<file path="config.mk">
export PLATFORM = sky130hd
export DESIGN_NAME = bcnt_top
export DESIGN_NICKNAME = d
export VERILOG_FILES = /design/src/rtl/bcnt_pkg.sv /design/src/rtl/bcnt_tick_sel.sv /design/src/rtl/bcnt_prescaler.sv /design/src/rtl/bcnt_rd_latch.sv /design/src/rtl/bcnt_top.sv
export SDC_FILE = /design/constraint.sdc
export NUM_CORES = 1
export LEC_CHECK = 0
export ABC_AREA = 1
export CAP_MARGIN = 20
export CORE_MARGIN = 2
export CORE_UTILIZATION = 65
export CTS_BUF_LIST = sky130_fd_sc_hd__clkbuf_8
export DETAILED_ROUTE_END_ITERATION = 10
export DONT_BUFFER_PORTS = 1
export PLACE_DENSITY_LB_ADDON = 0.15
export SLEW_MARGIN = 5
export SYNTH_ARGS = -nofsm -noshare
export SYNTH_HDL_FRONTEND = slang
export SYNTH_SLANG_ARGS = --single-unit
export TNS_END_PERCENT = 100
</file>
<file path="constraint.sdc">
create_clock -name clk -period 4.3 [get_ports clk]
set_clock_uncertainty 0.15 [all_clocks]
set_input_delay 0.43 -clock clk [delete_from_list [all_inputs] [get_ports clk]]
set_output_delay 0.43 -clock clk [all_outputs]
set_load 0.05 [all_outputs]
</file>
<file path="src/rtl/bcnt_pkg.sv">
package bcnt_pkg;
  typedef enum logic [1:0] {
    LAT_IDLE = 2'd0,
    LAT_HI   = 2'd1,
    LAT_LO   = 2'd2
  } lat_st_e;

  typedef enum logic [1:0] {
    SRC_OFF = 2'd0,
    SRC_BUS = 2'd1,
    SRC_FIX = 2'd2,
    SRC_EXT = 2'd3
  } src_e;

  localparam logic [1:0] A_CTRL = 2'd0;
  localparam logic [1:0] A_HI   = 2'd1;
  localparam logic [1:0] A_LO   = 2'd2;
endpackage

</file>
<file path="src/rtl/bcnt_tick_sel.sv">
module bcnt_tick_sel #(
  parameter int SEL_W = 2
) (
  input  logic             clk,
  input  logic             rst_n,
  input  logic [SEL_W-1:0] sel,
  input  logic             fix_tick,
  input  logic             ext_tick,
  output logic             tick
);
  import bcnt_pkg::*;

  localparam int NSRC = 2;

  logic [NSRC-1:0] raw;
  logic [NSRC-1:0] sync_q;

  assign raw = {ext_tick, fix_tick};

  // one register stage per tick input
  for (genvar g = 0; g < NSRC; g++) begin : g_sync
    always_ff @(posedge clk or negedge rst_n) begin
      if (!rst_n) sync_q[g] <= 1'b0;
      else        sync_q[g] <= raw[g];
    end
  end

  always_comb begin
    unique case (src_e'(sel))
      SRC_OFF: tick = 1'b0;
      SRC_BUS: tick = 1'b1;
      SRC_FIX: tick = sync_q[0];
      SRC_EXT: tick = sync_q[1];
      default: tick = 1'b0;
    endcase
  end
endmodule

</file>
<file path="src/rtl/bcnt_prescaler.sv">
module bcnt_prescaler #(
  parameter int PS_W = 3
) (
  input  logic            clk,
  input  logic            rst_n,
  input  logic            clr,
  input  logic            tick,
  input  logic [PS_W-1:0] ps,
  output logic            en
);
  localparam int PRE_W = (1 << PS_W) - 1;

  logic [PRE_W-1:0] pre_q, pre_d, mask;

  always_comb begin
    for (int i = 0; i < PRE_W; i++) mask[i] = (i < int'(ps));
  end

  assign en = tick && ((pre_q & mask) == mask);

  always_comb begin
    if (clr)       pre_d = '0;
    else if (tick) pre_d = pre_q + 1'b1;
    else           pre_d = pre_q;
  end

  always_ff @(posedge clk or negedge rst_n) begin
    if (!rst_n) pre_q <= '0;
    else        pre_q <= pre_d;
  end
endmodule

</file>
<file path="src/rtl/bcnt_rd_latch.sv">
module bcnt_rd_latch #(
  parameter int BUS_W = 8
) (
  input  logic                 clk,
  input  logic                 rst_n,
  input  logic                 rd_hi,
  input  logic                 rd_lo,
  input  logic                 release_req,
  input  logic [2*BUS_W-1:0]   live,
  output logic [BUS_W-1:0]     hi_byte,
  output logic [BUS_W-1:0]     lo_byte,
  output bcnt_pkg::lat_st_e    st,
  output logic [2*BUS_W-1:0]   hold
);
  import bcnt_pkg::*;

  localparam int CW = 2 * BUS_W;

  lat_st_e       st_q, st_d;
  logic [CW-1:0] hold_q, hold_d;

  always_comb begin
    st_d   = st_q;
    hold_d = hold_q;
    if (release_req) begin
      st_d = LAT_IDLE;
    end else if (rd_hi) begin
      unique case (st_q)
        LAT_IDLE: begin hold_d = live; st_d = LAT_HI; end
        LAT_LO:   st_d = LAT_IDLE;
        default:  st_d = st_q;
      endcase
    end else if (rd_lo) begin
      unique case (st_q)
        LAT_IDLE: begin hold_d = live; st_d = LAT_LO; end
        LAT_HI:   st_d = LAT_IDLE;
        default:  st_d = st_q;
      endcase
    end
  end

  always_ff @(posedge clk or negedge rst_n) begin
    if (!rst_n) begin
      st_q   <= LAT_IDLE;
      hold_q <= '0;
    end else begin
      st_q   <= st_d;
      hold_q <= hold_d;
    end
  end

  assign hi_byte = (st_q == LAT_IDLE) ? live[CW-1:BUS_W] : hold_q[CW-1:BUS_W];
  assign lo_byte = (st_q == LAT_IDLE) ? live[BUS_W-1:0]  : hold_q[BUS_W-1:0];
  assign st      = st_q;
  assign hold    = hold_q;
endmodule

</file>
<file path="src/rtl/bcnt_top.sv">
module bcnt_top #(
  parameter int BUS_W  = 8,
  parameter int ADDR_W = 2,
  parameter int PS_W   = 3,
  parameter int SEL_W  = 2
) (
  input  logic              clk,
  input  logic              rst_n,
  input  logic [ADDR_W-1:0] addr,
  input  logic              wr_en,
  input  logic              rd_en,
  input  logic [BUS_W-1:0]  wdata,
  output logic [BUS_W-1:0]  rdata,
  input  logic              fix_tick,
  input  logic              ext_tick
);
  import bcnt_pkg::*;

  localparam int CNT_W = 2 * BUS_W;
  localparam int CFG_W = PS_W + SEL_W;

  // reset: asynchronous assert, synchronous release
  logic [1:0] rst_sync_q;
  logic       rst_sync_n;

  always_ff @(posedge clk or negedge rst_n) begin
    if (!rst_n) rst_sync_q <= '0;
    else        rst_sync_q <= {rst_sync_q[0], 1'b1};
  end
  assign rst_sync_n = rst_sync_q[1];

  // bus decode
  logic ctrl_wr, clr, rd_hi, rd_lo;
  assign ctrl_wr = wr_en && (addr == ADDR_W'(A_CTRL));
  assign clr     = wr_en && ((addr == ADDR_W'(A_HI)) || (addr == ADDR_W'(A_LO)));
  assign rd_hi   = rd_en && (addr == ADDR_W'(A_HI));
  assign rd_lo   = rd_en && (addr == ADDR_W'(A_LO));

  // control register
  logic [PS_W-1:0]  ps_q, ps_d;
  logic [SEL_W-1:0] sel_q, sel_d;

  always_comb begin
    ps_d  = ps_q;
    sel_d = sel_q;
    if (ctrl_wr) begin
      ps_d  = wdata[PS_W-1:0];
      sel_d = wdata[PS_W +: SEL_W];
    end
  end

  always_ff @(posedge clk or negedge rst_sync_n) begin
    if (!rst_sync_n) begin
      ps_q  <= '0;
      sel_q <= '0;
    end else begin
      ps_q  <= ps_d;
      sel_q <= sel_d;
    end
  end

  // tick source and prescaler
  logic tick, cnt_en;

  bcnt_tick_sel #(.SEL_W(SEL_W)) u_tick_sel (
    .clk      (clk),
    .rst_n    (rst_sync_n),
    .sel      (sel_q),
    .fix_tick (fix_tick),
    .ext_tick (ext_tick),
    .tick     (tick)
  );

  bcnt_prescaler #(.PS_W(PS_W)) u_prescaler (
    .clk   (clk),
    .rst_n (rst_sync_n),
    .clr   (clr),
    .tick  (tick),
    .ps    (ps_q),
    .en    (cnt_en)
  );

  // counter
  logic [CNT_W-1:0] cnt_q, cnt_d;

  always_comb begin
    if (clr)         cnt_d = '0;
    else if (cnt_en) cnt_d = cnt_q + 1'b1;
    else             cnt_d = cnt_q;
  end

  always_ff @(posedge clk or negedge rst_sync_n) begin
    if (!rst_sync_n) cnt_q <= '0;
    else             cnt_q <= cnt_d;
  end

  // coherent read latch
  logic [BUS_W-1:0] lat_hi, lat_lo;
  lat_st_e          lat_st;
  logic [CNT_W-1:0] lat_hold;

  bcnt_rd_latch #(.BUS_W(BUS_W)) u_rd_latch (
    .clk         (clk),
    .rst_n       (rst_sync_n),
    .rd_hi       (rd_hi),
    .rd_lo       (rd_lo),
    .release_req (ctrl_wr || clr),
    .live        (cnt_q),
    .hi_byte     (lat_hi),
    .lo_byte     (lat_lo),
    .st          (lat_st),
    .hold        (lat_hold)
  );

  // read mux
  always_comb begin
    rdata = '0;
    if (rd_en) begin
      unique case (addr)
        ADDR_W'(A_CTRL): rdata = BUS_W'({sel_q, ps_q});
        ADDR_W'(A_HI):   rdata = lat_hi;
        ADDR_W'(A_LO):   rdata = lat_lo;
        default:         rdata = '0;
      endcase
    end
  end

  logic [CFG_W-1:0] unused_cfg;
  assign unused_cfg = {sel_q, ps_q};
endmodule

</file>
# Yosys cells after proc, flatten, opt, wreduce, memory -nomap -nowiden

Index checks and enable logic that the tools add are counted.

Register bits after elaboration: 50
Latch bits: 0
Bits in writable memories: 0
ROM bits: 0
Input port bits: 16
Output and inout bits: 8
Word-level logic and storage cells: 63
Memories kept: 0

Add/sub/neg operators: 2
$mul: 0
Div/mod/pow operators: 0
Magnitude comparators: 7
Equality and inequality tests: 9
Shift-type cells: 0
Mux-type cells: 17
Bitwise operators: 2
Reductions and logical operators: 17

Operators by type and width:

| operator                                                  | number |
|---|---|
| two-way mux 16 bit                                        | 5 |
| two-way mux 8 bit                                         | 3 |
| one-hot mux 8 bit (3 select lines)                        | 1 |
| adder 16 x 1 -> 16 bit, second input constant             | 1 |
| two-way mux 7 bit                                         | 2 |
| less-than comparator 3 bit, first input constant          | 3 |
| == test 2 bit, second input constant                      | 4 |
| one-hot mux 2 bit (2 select lines)                        | 2 |
| adder 7 x 1 -> 7 bit, second input constant               | 1 |
| AND 7 bit                                                 | 1 |
| == test 7 bit                                             | 1 |
| == test 2 x 1 -> 1 bit, second input constant             | 3 |
| logical NOT 2 bit                                         | 3 |
| less-than comparator 1 x 3 -> 1 bit, first input constant | 2 |
| less-than comparator 2 x 3 -> 1 bit, first input constant | 2 |
| two-way mux 2 bit                                         | 3 |
| nonzero test 2 bit                                        | 3 |
| logical AND 1 bit                                         | 5 |
| != test 4 x 1 -> 1 bit, second input constant             | 1 |
| one-hot mux 1 bit (4 select lines)                        | 1 |
| nonzero test 4 bit                                        | 1 |
| AND reduction 3 bit                                       | 1 |
| nonzero test 3 bit                                        | 1 |
| logical OR 1 bit                                          | 2 |
| 2 further kinds                                           | 2 |

# Depth between registers and ports, before layout

Gate-level depths: netlist (run 1).

Word-level depth: 6
Mapped depth: 11
Depth with buffers taken out: 10

# Cells and area by module

A second synthesis (run 1) with hierarchy kept.

Cells, all modules: 409
Area total of the unflattened synthesis: 3,029.2 um^2

By module, submodules not included:

| module         | times used | cells an instance | area each (um^2) | sequential area each (um^2) |
|---|---|---|---|---|
| bcnt_top       | 1          | 197               | 1,465.2          | 575.6 |
| bcnt_rd_latch  | 1          | 137               | 1,023.5          | 450.4 |
| bcnt_prescaler | 1          | 66                | 462.9            | 175.2 |
| bcnt_tick_sel  | 1          | 9                 | 77.6             | 50.0 |

# Worst setup path before layout (run 1)

No wires, ideal clock.

Path kind: in2out
Start: input addr[0]
End: output rdata[5]
Arrival time: 1.713 ns
Slack: 2.007 ns
Stages: 4
Buffers on the path: 0
Cells stage by stage: ha_1 -> nor2_1 -> inv_1 -> a21oi_1

Word-level cells in the longest chain between the ends: 3
Elaborated cells between the ends (all ways): 5
Those cells by class: eq/ne: 2; mux: 2; reduce/logical: 1

Ends and longest elaborated chain:

| item                                   | RTL line        | source |
|---|---|---|
| start: declaration                     | bcnt_top.sv:9   | `input logic [ADDR_W-1:0] addr,` |
| == test 2 bit (tied with other cells)  | bcnt_top.sv:119 | `unique case (addr)` |
| one-hot mux 8 bit (3 select lines) (*) | bcnt_top.sv:119 |  |
| two-way mux 8 bit (*)                  | bcnt_top.sv:118 | `if (rd_en) begin` |
| end: declaration                       | bcnt_top.sv:13  | `output logic [BUS_W-1:0] rdata,` |

Mark *: on every way between the ends. The rest lies on a longest branch, timed or not.

# Worst setup path in the final report (run 1)

Start: register u_rd_latch.st_q[1] (netlist: u_rd_latch.st[1])
End: output rdata[5]

Word-level cells in the longest chain between the ends: 4
Elaborated cells between the ends (all ways): 5
Those cells by class: mux: 4; reduce/logical: 1

Ends and longest elaborated chain:

| item                                        | RTL line                                 | source |
|---|---|---|
| start: declaration                          | bcnt_rd_latch.sv:19                      | `lat_st_e st_q, st_d;` |
| start signal: assignment                    | bcnt_rd_latch.sv:47                      | `st_q <= st_d;` |
| logical NOT 2 bit (*)                       | bcnt_rd_latch.sv:52, bcnt_rd_latch.sv:53 |  |
| two-way mux 8 bit, on equally long branches | bcnt_rd_latch.sv:53, bcnt_rd_latch.sv:52 |  |
| one-hot mux 8 bit (3 select lines) (*)      | bcnt_top.sv:119                          |  |
| two-way mux 8 bit (*)                       | bcnt_top.sv:118                          |  |

Marked as above.

==> flow_summary.rst, run 1 <==
.. list-table::
   :header-rows: 1

   * - Metric
     - Value
   * - Run status
     - complete, no violations
   * - Max Clock Freq
     - between 300 and 400 MHz
   * - Nets
     - between 400 and 500
   * - Average vias per placed instance
     - 5.70
   * - Number of enable flip-flop cells after synthesis
     - 0
   * - Hold Fails Final Rpt
     - 0
   * - Category of the most critical setup path
     - reg2out
   * - Final slew viol count
     - 0
   * - Final standard cell count with taps included and fillers excluded
     - between 400 and 500
   * - Net Count, Synth
     - 405
   * - HP Class
     - reg2async
   * - DR WL/cell
     - 14.2 µm
   * - Maximum capacitance violations
     - 0
   * - Setup TNS
     - 0 ps
   * - Max Fanout on Critical Path
     - 24
   * - First-pass GRT wire length
     - approximately 11 mm
   * - Standard cell with the maximum stage delay on the critical path
     - sky130_fd_sc_hd__a21oi_1
   * - Cell with the most instances after synthesis
     - sky130_fd_sc_hd__nand2_1
   * - Htree depth
     - 2
   * - Register-to-Register Setup Slack
     - ~1900 ps
   * - CTS Buf Count
     - 5
   * - Number of routed nets with antenna violations
     - 0
   * - Total standard cell area after synthesis
     - 2890 µm²
   * - Crit path capture type
     - output pin
   * - Average footprint of a synthesized cell
     - 7.56 µm²
   * - Effective utilization at floorplan
     - between 60% and 70%
   * - Sink Count
     - 50
   * - Maximum single-stage delay on the critical path
     - 880 ps
   * - Die width
     - around 70 µm
   * - Via count of the first global-routing pass
     - 2374
   * - Worst voltage drop across the vdd grid
     - 277 µV
   * - Setup slack of the critical path after layout
     - ~1300 ps
   * - Critical Path, Cell by Cell
     - nor2_2 -> o211ai_1 -> a21oi_1
   * - Total DRC errors in the routed layout
     - 0
   * - Remaining global-route overflow
     - 0
   * - Static leakage power
     - about 1.5 nW
   * - Count of unique library cells instantiated by Yosys
     - 30
   * - Post-CTS setup buffers
     - 0
   * - Ranking of synthesized cells by instance count
     - sky130_fd_sc_hd__nand2_1 (99), sky130_fd_sc_hd__dfrtp_1 (50), sky130_fd_sc_hd__inv_1 (39)
   * - Placeable core area
     - approximately 4300 µm²
   * - Count of antenna diodes in the layout
     - 0
   * - Deepest clock path buffer count
     - 2
   * - Depth of the most critical reg-to-reg path
     - 4
   * - Initial antenna violation count
     - 0
   * - Largest cells by area after synthesis
     - sky130_fd_sc_hd__dfrtp_1 (43%), sky130_fd_sc_hd__nand2_1 (13%), sky130_fd_sc_hd__nand3_1 (6.6%), sky130_fd_sc_hd__o21ai_0 (6.2%), sky130_fd_sc_hd__inv_1 (5.1%)
   * - Fraction of the yosys area taken by sequential cells
     - between 40% and 50%
   * - Startpoint type of the worst setup path
     - flip-flop
   * - Power density of the placed cells
     - ~460 nW/µm²
   * - Post-detailed-placement half-perimeter wirelength
     - 4.24 mm
   * - TritonCTS clock tree
     - done
   * - Slew at the pin closest to its max-slew limit
     - 1080 ps
   * - Via count
     - around 2500
   * - Largest area contributor in the synthesized netlist
     - sky130_fd_sc_hd__dfrtp_1
   * - Portion of synthesized cell area occupied by the leading cell type
     - 43.2%
   * - Post-Place Cells
     - approximately 430
   * - Clock-pin slew reported for the worst setup and hold paths after clock tree synthesis
     - about 100 ps
   * - Layout overhead on the synthesized area
     - 5.84%
   * - Last weighted congestion value of the routability-driven placer
     - between 0.8 and 0.9
   * - Launching element of the worst setup path
     - u_rd_latch.st[1]
   * - Die area
     - 5000 µm²
   * - Share of layout cells above drive strength 1
     - 10.6%
   * - Row cnt
     - 24
   * - Worst max-slew margin expressed relative to the limit
     - between 20% and 30%
   * - Data arrival, critical path
     - around 2400 ps
   * - Clock root buffer
     - sky130_fd_sc_hd__clkbuf_8
   * - Number of buffers and inverters on the critical path
     - 0
   * - Largest net degree at the start of global routing
     - 49
   * - IO Port Bufs
     - 0
   * - Worst R2R Start
     - u_rd_latch.st[1]
   * - Unrepaired setup endpoints after global routing
     - no
   * - Finish-stage setup viols
     - 0
   * - Most used flip-flop cell after synthesis
     - sky130_fd_sc_hd__dfrtp_1
   * - Routed wire length
     - roughly 6.2 mm
   * - Required arrival time at the worst endpoint
     - 3720 ps
   * - Number of optimization iterations in the first detailed-route pass
     - 5
   * - End of the worst register-to-register path
     - u_rd_latch.hold[11]
   * - Min Clock Period, post-route
     - between 2000 and 3000 ps
   * - Synthesized flop and latch total
     - 50
   * - Number of violations reported at the end of detailed-routing iteration 0
     - around 250
   * - IO Pins
     - 24
   * - Synth warnings
     - 0
   * - Fin crit share
     - between 60% and 70%
   * - Synthesized netlist cell count
     - between 300 and 400
   * - Post-synth ARST share
     - between 90% and 100%
   * - Clock insertion delay at the later pin of the skew report
     - between 300 and 400 ps
   * - Top cell family by delay on the critical path
     - compound AO/OA/AOI/OAI gates
   * - Global-route usage over all layers
     - between 20% and 30%
   * - Worst setup timing slack at the placement stage
     - 1650 ps
   * - Die Ht
     - between 70 and 80 µm
==> worst max-delay path by stage <==
stage | endpoint | slack [ps] | cells past startpoint
finish | rdata[5] | 1300 | 3
global route | rdata[5] | 1150 | 3
CTS | rdata[5] | 1310 | 3
detailed placement | rdata[5] | 1650 | 3
global placement | rdata[6] | 1690 | 3
floorplan | rdata[5] | 2010 | 4
==> repair_timing <==
item | CTS | global route
resized for setup | 0 | 0
hold buffers | 3 | 1
hold endpoints to repair | 4 | 7
==> per-stage QoR <==
stage / util [%] / hold WS (ps) / instance area, µm² / power, mW
floorplan: - / -15.6 / 2890 / 0.999
global placement: 66.8 / -15.5 / 2890 / 1.06
detailed placement: 66.8 / -15.5 / 2890 / 1.08
CTS: 70.1 / 114 / 3030 / 1.42
global route: 70.8 / 113 / 3060 / 1.52
finish: 70.8 / 110 / 3060 / 1.42
==> cells by family after synthesis <==
kind of cell             synth area share, %
adder cells (fa/ha/maj)                 2.59
XOR/XNOR                               0.908
AND/OR/NAND/NOR                         29.7
flip-flops                              43.2
multiplexers                            1.56
other                                  0.130
buffers and inverters                   8.13
AO/OA/AOI/OAI                           13.7
==> layout by cell type (no fill, tap or decap), drive strengths merged <==
cell type,synthesis,final
dlygate4sd3,0,4
bufinv,0,1
xor2,3,3
dfrtp,50,50
nor3,2,2
o211ai,3,3
nand3,40,40
clkinv,1,2
o21ai,47,47
a21boi,1,1
buf,9,2
nor3b,2,2
a21oi,21,21
clkbuf,2,5
ha,6,6
mux2,4,4
nor2,36,36
nand4,4,4
nand2,110,110
inv,41,42
conb,1,1
==> worst register-to-register path, delay by kind of cell (launching register included) <==
| kind | cells | cell delay [ps] |
|---|---|---|
| and+or+nand+nor | 2 | 1100 |
| buffers and inverters | 1 | 300 |
| DFF | 1 | 410 |
| AOI/OAI and AO/OA | 1 | 350 |
==> where the power goes <==
part | internal, mW | switching, mW | leakage, nW | total (mW)
combinational | 0.129 | 0.295 | 0.777 | 0.424
clock | 0.175 | 0.166 | 0.0585 | 0.340
sequential | 0.568 | 0.0874 | 0.662 | 0.655
==> metal layers <==
| layer | global-route usage [%] | up-vias | wire (µm) |
|---|---|---|---|
| met5 | 0 | - | 0 |
| met4 | 10.1 | 0 | 126 |
| met3 | 4.84 | 15 | 332 |
| met2 | 41.1 | 72 | 2870 |
| met1 | 41.0 | 1168 | 2900 |
| li1 | - | 1243 | - |
==> layout make-up <==
| type | instances | area (µm²) |
|---|---|---|
| fill | 364 | 1260 |
| sequential | 50 | 1250 |
| inverter | 42 | 158 |
| multi-input combinational | 280 | 1410 |
| timing repair buffer | 6 | 67.6 |
| clock inverter | 3 | 43.8 |
| clock buffer | 5 | 68.8 |
| tap | 52 | 65.1 |
==> flip-flops by register name (all words and copies together) (netlist names) <==
signal / cells
ps_q: 3
cnt_q: 16
rst_sync_q: 2
u_prescaler.pre_q: 7
sel_q: 2
u_tick_sel.sync_q: 2
u_rd_latch.hold: 16
u_rd_latch.st: 2
Note: power is estimated with default switching activity, not from simulation.
==> inputs of run 2 (changes only) <==
==> constraint.sdc (replaced) <==
create_clock -name clk -period 3.1 [get_ports clk]
set_clock_uncertainty 0.15 [all_clocks]
set_input_delay 0.31 -clock clk [delete_from_list [all_inputs] [get_ports clk]]
set_output_delay 0.31 -clock clk [all_outputs]
set_load 0.05 [all_outputs]
==> run 2 against run 1 <==
Worst setup slack lost 690 ps; clock-buffer cell count did not move; sequential power is 39% higher; register-to-register slack worse by 930 ps; non-clock buffer count rose by 7; die area did not move.
==> flow_summary.rst, run 2 (synthesis results as in run 1) <==
.. list-table::
   :header-rows: 1

   * - Metric
     - Value
   * - Max Fanout on Critical Path
     - 24 (unchanged)
   * - IO Port Bufs
     - 0 (unchanged)
   * - Cell count of the worst hold path
     - 2
   * - Initial antenna violation count
     - 0 (unchanged)
   * - Cells resized by post-CTS repair
     - 0 (unchanged)
   * - Post-detailed-placement half-perimeter wirelength
     - 4.13 mm (was 4.24 mm)
   * - HP Class
     - in2reg (was reg2async)
   * - Worst max-slew margin expressed relative to the limit
     - 61.1% (was 28.4%)
   * - Startpoint type of the worst setup path
     - flip-flop (unchanged)
   * - Static leakage power
     - 1.53 nW (was 1.50 nW)
   * - Standard cell with the maximum stage delay on the critical path
     - sky130_fd_sc_hd__dfrtp_1 (was sky130_fd_sc_hd__a21oi_1)
   * - Layout overhead on the synthesized area
     - 8.08% (was 5.84%)
   * - Most repeated library cell on the critical path
     - sky130_fd_sc_hd__o21ai_0
   * - Unrepaired setup endpoints after global routing
     - no (unchanged)
   * - CTS Buf Count
     - 5 (unchanged)
   * - Maximum capacitance violations
     - 0 (unchanged)
   * - First-pass GRT wire length
     - 10.4 mm (was 11.0 mm)
   * - Clock-pin slew reported for the worst setup and hold paths after clock tree synthesis
     - 90 ps (was 100 ps)
   * - Most common cell after layout, fill and taps aside
     - sky130_fd_sc_hd__nand2_1 (unchanged)
   * - Top cell family by delay on the critical path
     - buffers and inverters (was compound AO/OA/AOI/OAI gates)
   * - TritonCTS clock tree
     - done (unchanged)
   * - Count of antenna diodes in the layout
     - 0 (unchanged)
   * - Final slew viol count
     - 0 (unchanged)
   * - Hold wc startpoint
     - wdata[3]
   * - Category of the most critical setup path
     - reg2out (unchanged)
   * - Number of optimization iterations in the first detailed-route pass
     - 5 (unchanged)
   * - End of the worst register-to-register path
     - u_rd_latch.hold[9] (was u_rd_latch.hold[11])
   * - Deepest clock path buffer count
     - 2 (unchanged)
   * - Row cnt
     - 24 (unchanged)
   * - Average vias per placed instance
     - 5.63 (was 5.70)
   * - Htree depth
     - 2 (unchanged)
   * - Die Ht
     - 70.7 µm (unchanged)
   * - Power density of the placed cells
     - 624 nW/µm² (was 463 nW/µm²)
   * - Required arrival time at the worst endpoint
     - 2640 ps (was 3720 ps)
   * - Nets
     - 414 (was 407)
   * - Post-CTS setup buffers
     - 0 (unchanged)
   * - DR WL/cell
     - 13.3 µm (was 14.2 µm)
   * - Remaining global-route overflow
     - 0 (unchanged)
   * - Placeable core area
     - 4320 µm² (unchanged)
   * - Number of buffers and inverters on the critical path
     - 2 (was 0)
   * - Effective utilization at floorplan
     - 66.9% (unchanged)
   * - Filler Cells Inserted
     - 348 (was 364)
   * - Total power
     - 1.95 mW (was 1.42 mW)
   * - Die width
     - 70.7 µm (unchanged)
   * - Depth of the most critical reg-to-reg path
     - 4 (unchanged)
   * - Number of violations reported at the end of detailed-routing iteration 0
     - 208 (was 251)
   * - Last weighted congestion value of the routability-driven placer
     - 0.819 (was 0.860)
   * - Max Clock Freq
     - ~400 MHz
   * - Min Clock Period, post-route
     - 2480 ps
   * - Clock insertion delay at the later pin of the skew report
     - 300 ps (was 310 ps)
   * - Area taken by multi-input logic gates
     - 1410 µm² (unchanged)
   * - Number of routed nets with antenna violations
     - 0 (unchanged)
   * - IO Pins
     - 24 (unchanged)
   * - Seq. cell area
     - 1250 µm² (unchanged)
   * - Register-to-Register Setup Slack
     - 970 ps (was 1900 ps)
   * - Via count
     - 2506 (was 2498)
   * - Setup TNS
     - 0 ps (unchanged)
   * - Total DRC errors in the routed layout
     - 0 (unchanged)
   * - Critical Path, Cell by Cell
     - nor2_2 -> buf_4 -> o21ai_0 -> a21oi_1 -> o21ai_0 -> inv_1 (was nor2_2 -> o211ai_1 -> a21oi_1)
   * - Crit path capture type
     - output pin (unchanged)
   * - Slew at the pin closest to its max-slew limit
     - 583 ps (was 1080 ps)
   * - Routed wire length
     - 5.94 mm (was 6.23 mm)
   * - Hold buffer count at CTS
     - 6 (was 3)
   * - Worst R2R Start
     - u_rd_latch.st[1] (unchanged)
   * - Hold endpoint
     - sel_q[0]
   * - Clock root buffer
     - sky130_fd_sc_hd__clkbuf_8 (unchanged)
   * - Most frequent cells in the layout
     - sky130_fd_sc_hd__nand2_1 (99), sky130_fd_sc_hd__dfrtp_1 (49), sky130_fd_sc_hd__inv_1 (40), sky130_fd_sc_hd__nand3_1 (38), sky130_fd_sc_hd__o21ai_0 (36) (was sky130_fd_sc_hd__nand2_1 (99), sky130_fd_sc_hd__dfrtp_1 (49), sky130_fd_sc_hd__inv_1 (39), sky130_fd_sc_hd__nand3_1 (38), sky130_fd_sc_hd__o21ai_0 (36))
   * - Share of layout cells above drive strength 1
     - 11.2% (was 10.6%)
   * - Maximum single-stage delay on the critical path
     - 420 ps (was 880 ps)
   * - Finish-stage setup viols
     - 0 (unchanged)
   * - Run status
     - complete, no violations (unchanged)
   * - Hold Fails Final Rpt
     - 0 (unchanged)
   * - Global-route usage over all layers
     - 25.5% (was 27.6%)
   * - Data arrival, critical path
     - 2020 ps (was 2420 ps)
   * - Fin crit share
     - between 80% and 90%
   * - Via count of the first global-routing pass
     - 2291 (was 2374)
   * - Die area
     - 5000 µm² (unchanged)
   * - Worst voltage drop across the vdd grid
     - 395 µV (was 277 µV)
   * - Sink Count
     - 50 (unchanged)
   * - Largest net degree at the start of global routing
     - 49 (unchanged)
   * - Logic depth of the worst path, buffers included
     - 6 (was 3)
-- run 2: final cells by class --
| class | count | area share [%] |
|---|---|---|
| repair buffers | 13 | 4.32 |
| well taps | 52 | 2.08 |
| multi-input cells | 280 | 45.0 |
| inverters | 42 | 5.04 |
| clock inverters | 3 | 1.32 |
| flip-flops and latches | 50 | 40.0 |
| clock buffers | 5 | 2.20 |
-- run 2: worst max path at each step --
stage / from / to / slack, ps
floorplan: u_rd_latch.st[1] / rdata[5] / 960
global placement: u_rd_latch.st[1] / rdata[3] / 980
detailed placement: u_rd_latch.st[1] / rdata[3] / 970
CTS: u_rd_latch.st[1] / rdata[3] / 620
global route: u_rd_latch.st[1] / rdata[3] / 460
finish: u_rd_latch.st[1] / rdata[3] / 620
-- run 2: report_power, final --
| group | switching, mW | leakage (nW) | internal (mW) |
|---|---|---|---|
| Sequential | 0.120 | 0.662 | 0.788 |
| Combinational | 0.402 | 0.813 | 0.190 |
| Clock | 0.216 | 0.0556 | 0.238 |
| Total | 0.738 | 1.53 | 1.22 |
-- run 2: metrics by stage --
| stage | setup WS [ps] | instances | instance area, µm² | hold slack, ps | util [%] |
|---|---|---|---|---|---|
| CTS | 622 | 443 | 3090 | 0.245 | 71.5 |
| finish | 616 | 445 | 3130 | 21.8 | 72.3 |
| floorplan | 965 | 383 | 2890 | -136 | - |
| detailed placement | 971 | 429 | 2920 | -136 | 67.5 |
| global route | 455 | 445 | 3130 | 39.7 | 72.3 |
| global placement | 981 | 429 | 2920 | -136 | 67.5 |
-- run 2: routing by layer --
metal  track usage, %  vias up  part of all wire (%)
met5                0        -                     0
met4             7.34        0                   1.5
met3             4.70       10                   6.4
met2             38.8       89                    44
met1             37.6     1151                    48
li1                 -     1256                     -
==> inputs of run 3 (changes only) <==
==> constraint.sdc (replaced) <==
create_clock -name clk -period 2.6 [get_ports clk]
set_clock_uncertainty 0.15 [all_clocks]
set_input_delay 0.26 -clock clk [delete_from_list [all_inputs] [get_ports clk]]
set_output_delay 0.26 -clock clk [all_outputs]
set_load 0.05 [all_outputs]
==> run 3 against run 2 <==
Sequential power rose by 19%; combinational power rose by 21%; utilization fell by 0.52 points; die area did not move; first-iteration DRC count fell by 25%; worst setup slack got worse by 260 ps; via count fell by 0.76%; total power rose by 15%; global-route usage rose by 1.4 points; clock-buffer cell count did not move; worst hold slack got worse by 6.1 ps; cell count rose by 0.45%.
==> flow_summary.rst, run 3 (synthesis results as in run 1) <==
.. list-table::
   :header-rows: 1

   * - Metric
     - Value
   * - Switching share of power
     - 39.8% (was 37.8%)
   * - Power share of the combinational group
     - 31.7% (was 30.3%)
   * - Post-detailed-placement half-perimeter wirelength
     - 4.17 mm (was 4.13 mm)
   * - Unrepaired setup endpoints after global routing
     - no (unchanged)
   * - Startpoint type of the worst setup path
     - flip-flop (unchanged)
   * - Final slew viol count
     - 0 (unchanged)
   * - Row cnt
     - 24 (unchanged)
   * - Total DRC errors in the routed layout
     - 0 (unchanged)
   * - Clock root buffer
     - sky130_fd_sc_hd__clkbuf_8 (unchanged)
   * - CTS Buf Count
     - 5 (unchanged)
   * - Finish-stage setup viols
     - 0 (unchanged)
   * - Min Clock Period, post-route
     - about 2200 ps
   * - Clock insertion delay at the later pin of the skew report
     - 310 ps (was 300 ps)
   * - Initial antenna violation count
     - 0 (unchanged)
   * - Via count
     - 2487 (was 2506)
   * - Routed wire length
     - 6.10 mm (was 5.94 mm)
   * - Sequential power share
     - 47.9% (was 46.5%)
   * - Last weighted congestion value of the routability-driven placer
     - 0.865 (was 0.819)
   * - P_sw
     - 0.895 mW (was 0.738 mW)
   * - Effective utilization at floorplan
     - 66.9% (unchanged)
   * - DR WL/cell
     - 13.6 µm (was 13.3 µm)
   * - Crit path capture type
     - output pin (unchanged)
   * - Most common cell after layout, fill and taps aside
     - sky130_fd_sc_hd__nand2_1 (unchanged)
   * - Worst max-slew margin expressed relative to the limit
     - 60.1% (was 61.1%)
   * - Internal Dissipation
     - 1.35 mW (was 1.22 mW)
   * - Sink Count
     - 50 (unchanged)
   * - Remaining global-route overflow
     - 0 (unchanged)
   * - Most frequent cells in the layout
     - sky130_fd_sc_hd__nand2_1 (99), sky130_fd_sc_hd__dfrtp_1 (49), sky130_fd_sc_hd__inv_1 (39), sky130_fd_sc_hd__nand3_1 (38), sky130_fd_sc_hd__o21ai_0 (36) (was sky130_fd_sc_hd__nand2_1 (99), sky130_fd_sc_hd__dfrtp_1 (49), sky130_fd_sc_hd__inv_1 (40), sky130_fd_sc_hd__nand3_1 (38), sky130_fd_sc_hd__o21ai_0 (36))
   * - HP Class
     - in2async (was in2reg)
   * - Power density of the placed cells
     - 724 nW/µm² (was 624 nW/µm²)
   * - Worst voltage drop across the vdd grid
     - 536 µV (was 395 µV)
   * - Htree depth
     - 2 (unchanged)
   * - IO Pins
     - 24 (unchanged)
   * - Hold Fails Final Rpt
     - 0 (unchanged)
   * - Setup TNS
     - 0 ps (unchanged)
   * - Placeable core area
     - 4320 µm² (unchanged)
   * - Hold buffer count at CTS
     - 8 (was 6)
   * - Die width
     - 70.7 µm (unchanged)
   * - Post-Place Cells
     - 431 (was 429)
   * - TritonCTS clock tree
     - done (unchanged)
   * - Cells resized by post-CTS repair
     - 0 (unchanged)
   * - Via count of the first global-routing pass
     - 2313 (was 2291)
   * - First-pass GRT wire length
     - 10.6 mm (was 10.4 mm)
   * - Number of optimization iterations in the first detailed-route pass
     - 4 (was 5)
   * - Global-route usage over all layers
     - 26.9% (was 25.5%)
   * - Final standard cell count with taps included and fillers excluded
     - 447 (was 445)
   * - Slew at the pin closest to its max-slew limit
     - 599 ps (was 583 ps)
   * - Utilization after layout
     - 71.8% (was 72.3%)
   * - Total power
     - 2.25 mW (was 1.95 mW)
   * - Count of antenna diodes in the layout
     - 0 (unchanged)
   * - Post-CTS setup buffers
     - 0 (unchanged)
   * - Max Fanout on Critical Path
     - 34 (was 24)
   * - Maximum capacitance violations
     - 0 (unchanged)
   * - Number of violations reported at the end of detailed-routing iteration 0
     - 155 (was 208)
   * - Required arrival time at the worst endpoint
     - 2190 ps (was 2640 ps)
   * - Share of layout cells above drive strength 1
     - 11.6% (was 11.2%)
   * - IO Port Bufs
     - 0 (unchanged)
   * - Deepest clock path buffer count
     - 2 (unchanged)
   * - Clock-pin slew reported for the worst setup and hold paths after clock tree synthesis
     - 90 ps (about the same)
   * - Largest net degree at the start of global routing
     - 49 (unchanged)
   * - Category of the most critical setup path
     - reg2out (unchanged)
   * - Setup slack of the critical path after layout
     - 357 ps (was 616 ps)
   * - Data arrival, critical path
     - 1830 ps (was 2020 ps)
   * - Die Ht
     - 70.7 µm (unchanged)
   * - Clock Power Share
     - 20.4% (was 23.2%)
   * - Max Clock Freq
     - roughly 450 MHz
   * - Die area
     - 5000 µm² (unchanged)
   * - Nets
     - 416 (was 414)
   * - Fin crit share
     - a little under nine tenths
   * - Number of routed nets with antenna violations
     - 0 (unchanged)
   * - Static leakage power
     - 1.52 nW (was 1.53 nW)
   * - Layout overhead on the synthesized area
     - 7.31% (was 8.08%)
   * - Average vias per placed instance
     - 5.56 (was 5.63)
   * - Run status
     - complete, no violations (unchanged)
   * - Worst setup timing slack at the placement stage
     - 709 ps (was 971 ps)
run 3: cell types whose count changed in the layout (fill, tap and decap cells not counted), sizes merged:
cell         previous run  this run
inv                    42        41
buf                     6         7
dlygate4sd3             7         8
clkinv                  1         3
bufinv                  1         0
run 3: worst paths after layout:
path	end	depth (start not counted)	startpoint	slack, ps
min in group clk	sel_q[0]	2	wr_en	60
setup reg to reg	cnt_q[11]	7	ps_q[1]	900
hold / removal	rst_sync_q[0]	1	rst_n	20
hold reg to reg	cnt_q[15]	1	rst_sync_q[1]	200
max in group asynchronous	ps_q[0]	1	rst_sync_q[1]	1680
setup / recovery	rdata[3]	6	u_rd_latch.st[1]	360
run 3: metrics by stage:
stage | hold WS, ps | instance area [µm²]
2_1_floorplan | -186 | 2890
3_3_place_gp | -186 | 2940
3_5_place_dp | -186 | 2940
4_1_cts | 12.1 | 3110
5_1_grt | 20.8 | 3110
6_report | 15.8 | 3110
run 3: cell type report:
type                            count  area (µm²)
Sequential cell                    50        1250
Clock inverter                      3        21.3
Multi-Input combinational cell    280        1410
Timing Repair Buffer               15         133
Fill cell                         378        1220
Tap cell                           52        65.1
Clock buffer                        5        68.8
Inverter                           42         158
run 3: critical path, stage by stage, from the launching register on:
cell and delay [ps]:
sky130_fd_sc_hd__dfrtp_1 410, sky130_fd_sc_hd__nor2_2 110, sky130_fd_sc_hd__buf_4 290, sky130_fd_sc_hd__o21ai_0 120, sky130_fd_sc_hd__a21oi_1 130, sky130_fd_sc_hd__o21ai_0 110, sky130_fd_sc_hd__inv_1 350
run 3: metal layers:
layer	vias to the layer above	GRT usage, %	share of wire [%]
met5	-	0	0
met3	10	5.56	5.0
met2	64	42.0	45
met4	0	9.22	1.6
li1	1257	-	-
met1	1156	37.7	48
run 3: power by group through the flow:
stage                     sequential [mW]  clock (mW)  combinational [mW]
after floorplan                      1.06           0               0.587
after global placement               1.08           0               0.677
after detailed placement             1.09           0               0.696
after CTS                            1.07       0.463               0.712
after global routing                 1.10       0.500               0.812
final                                1.08       0.459               0.714
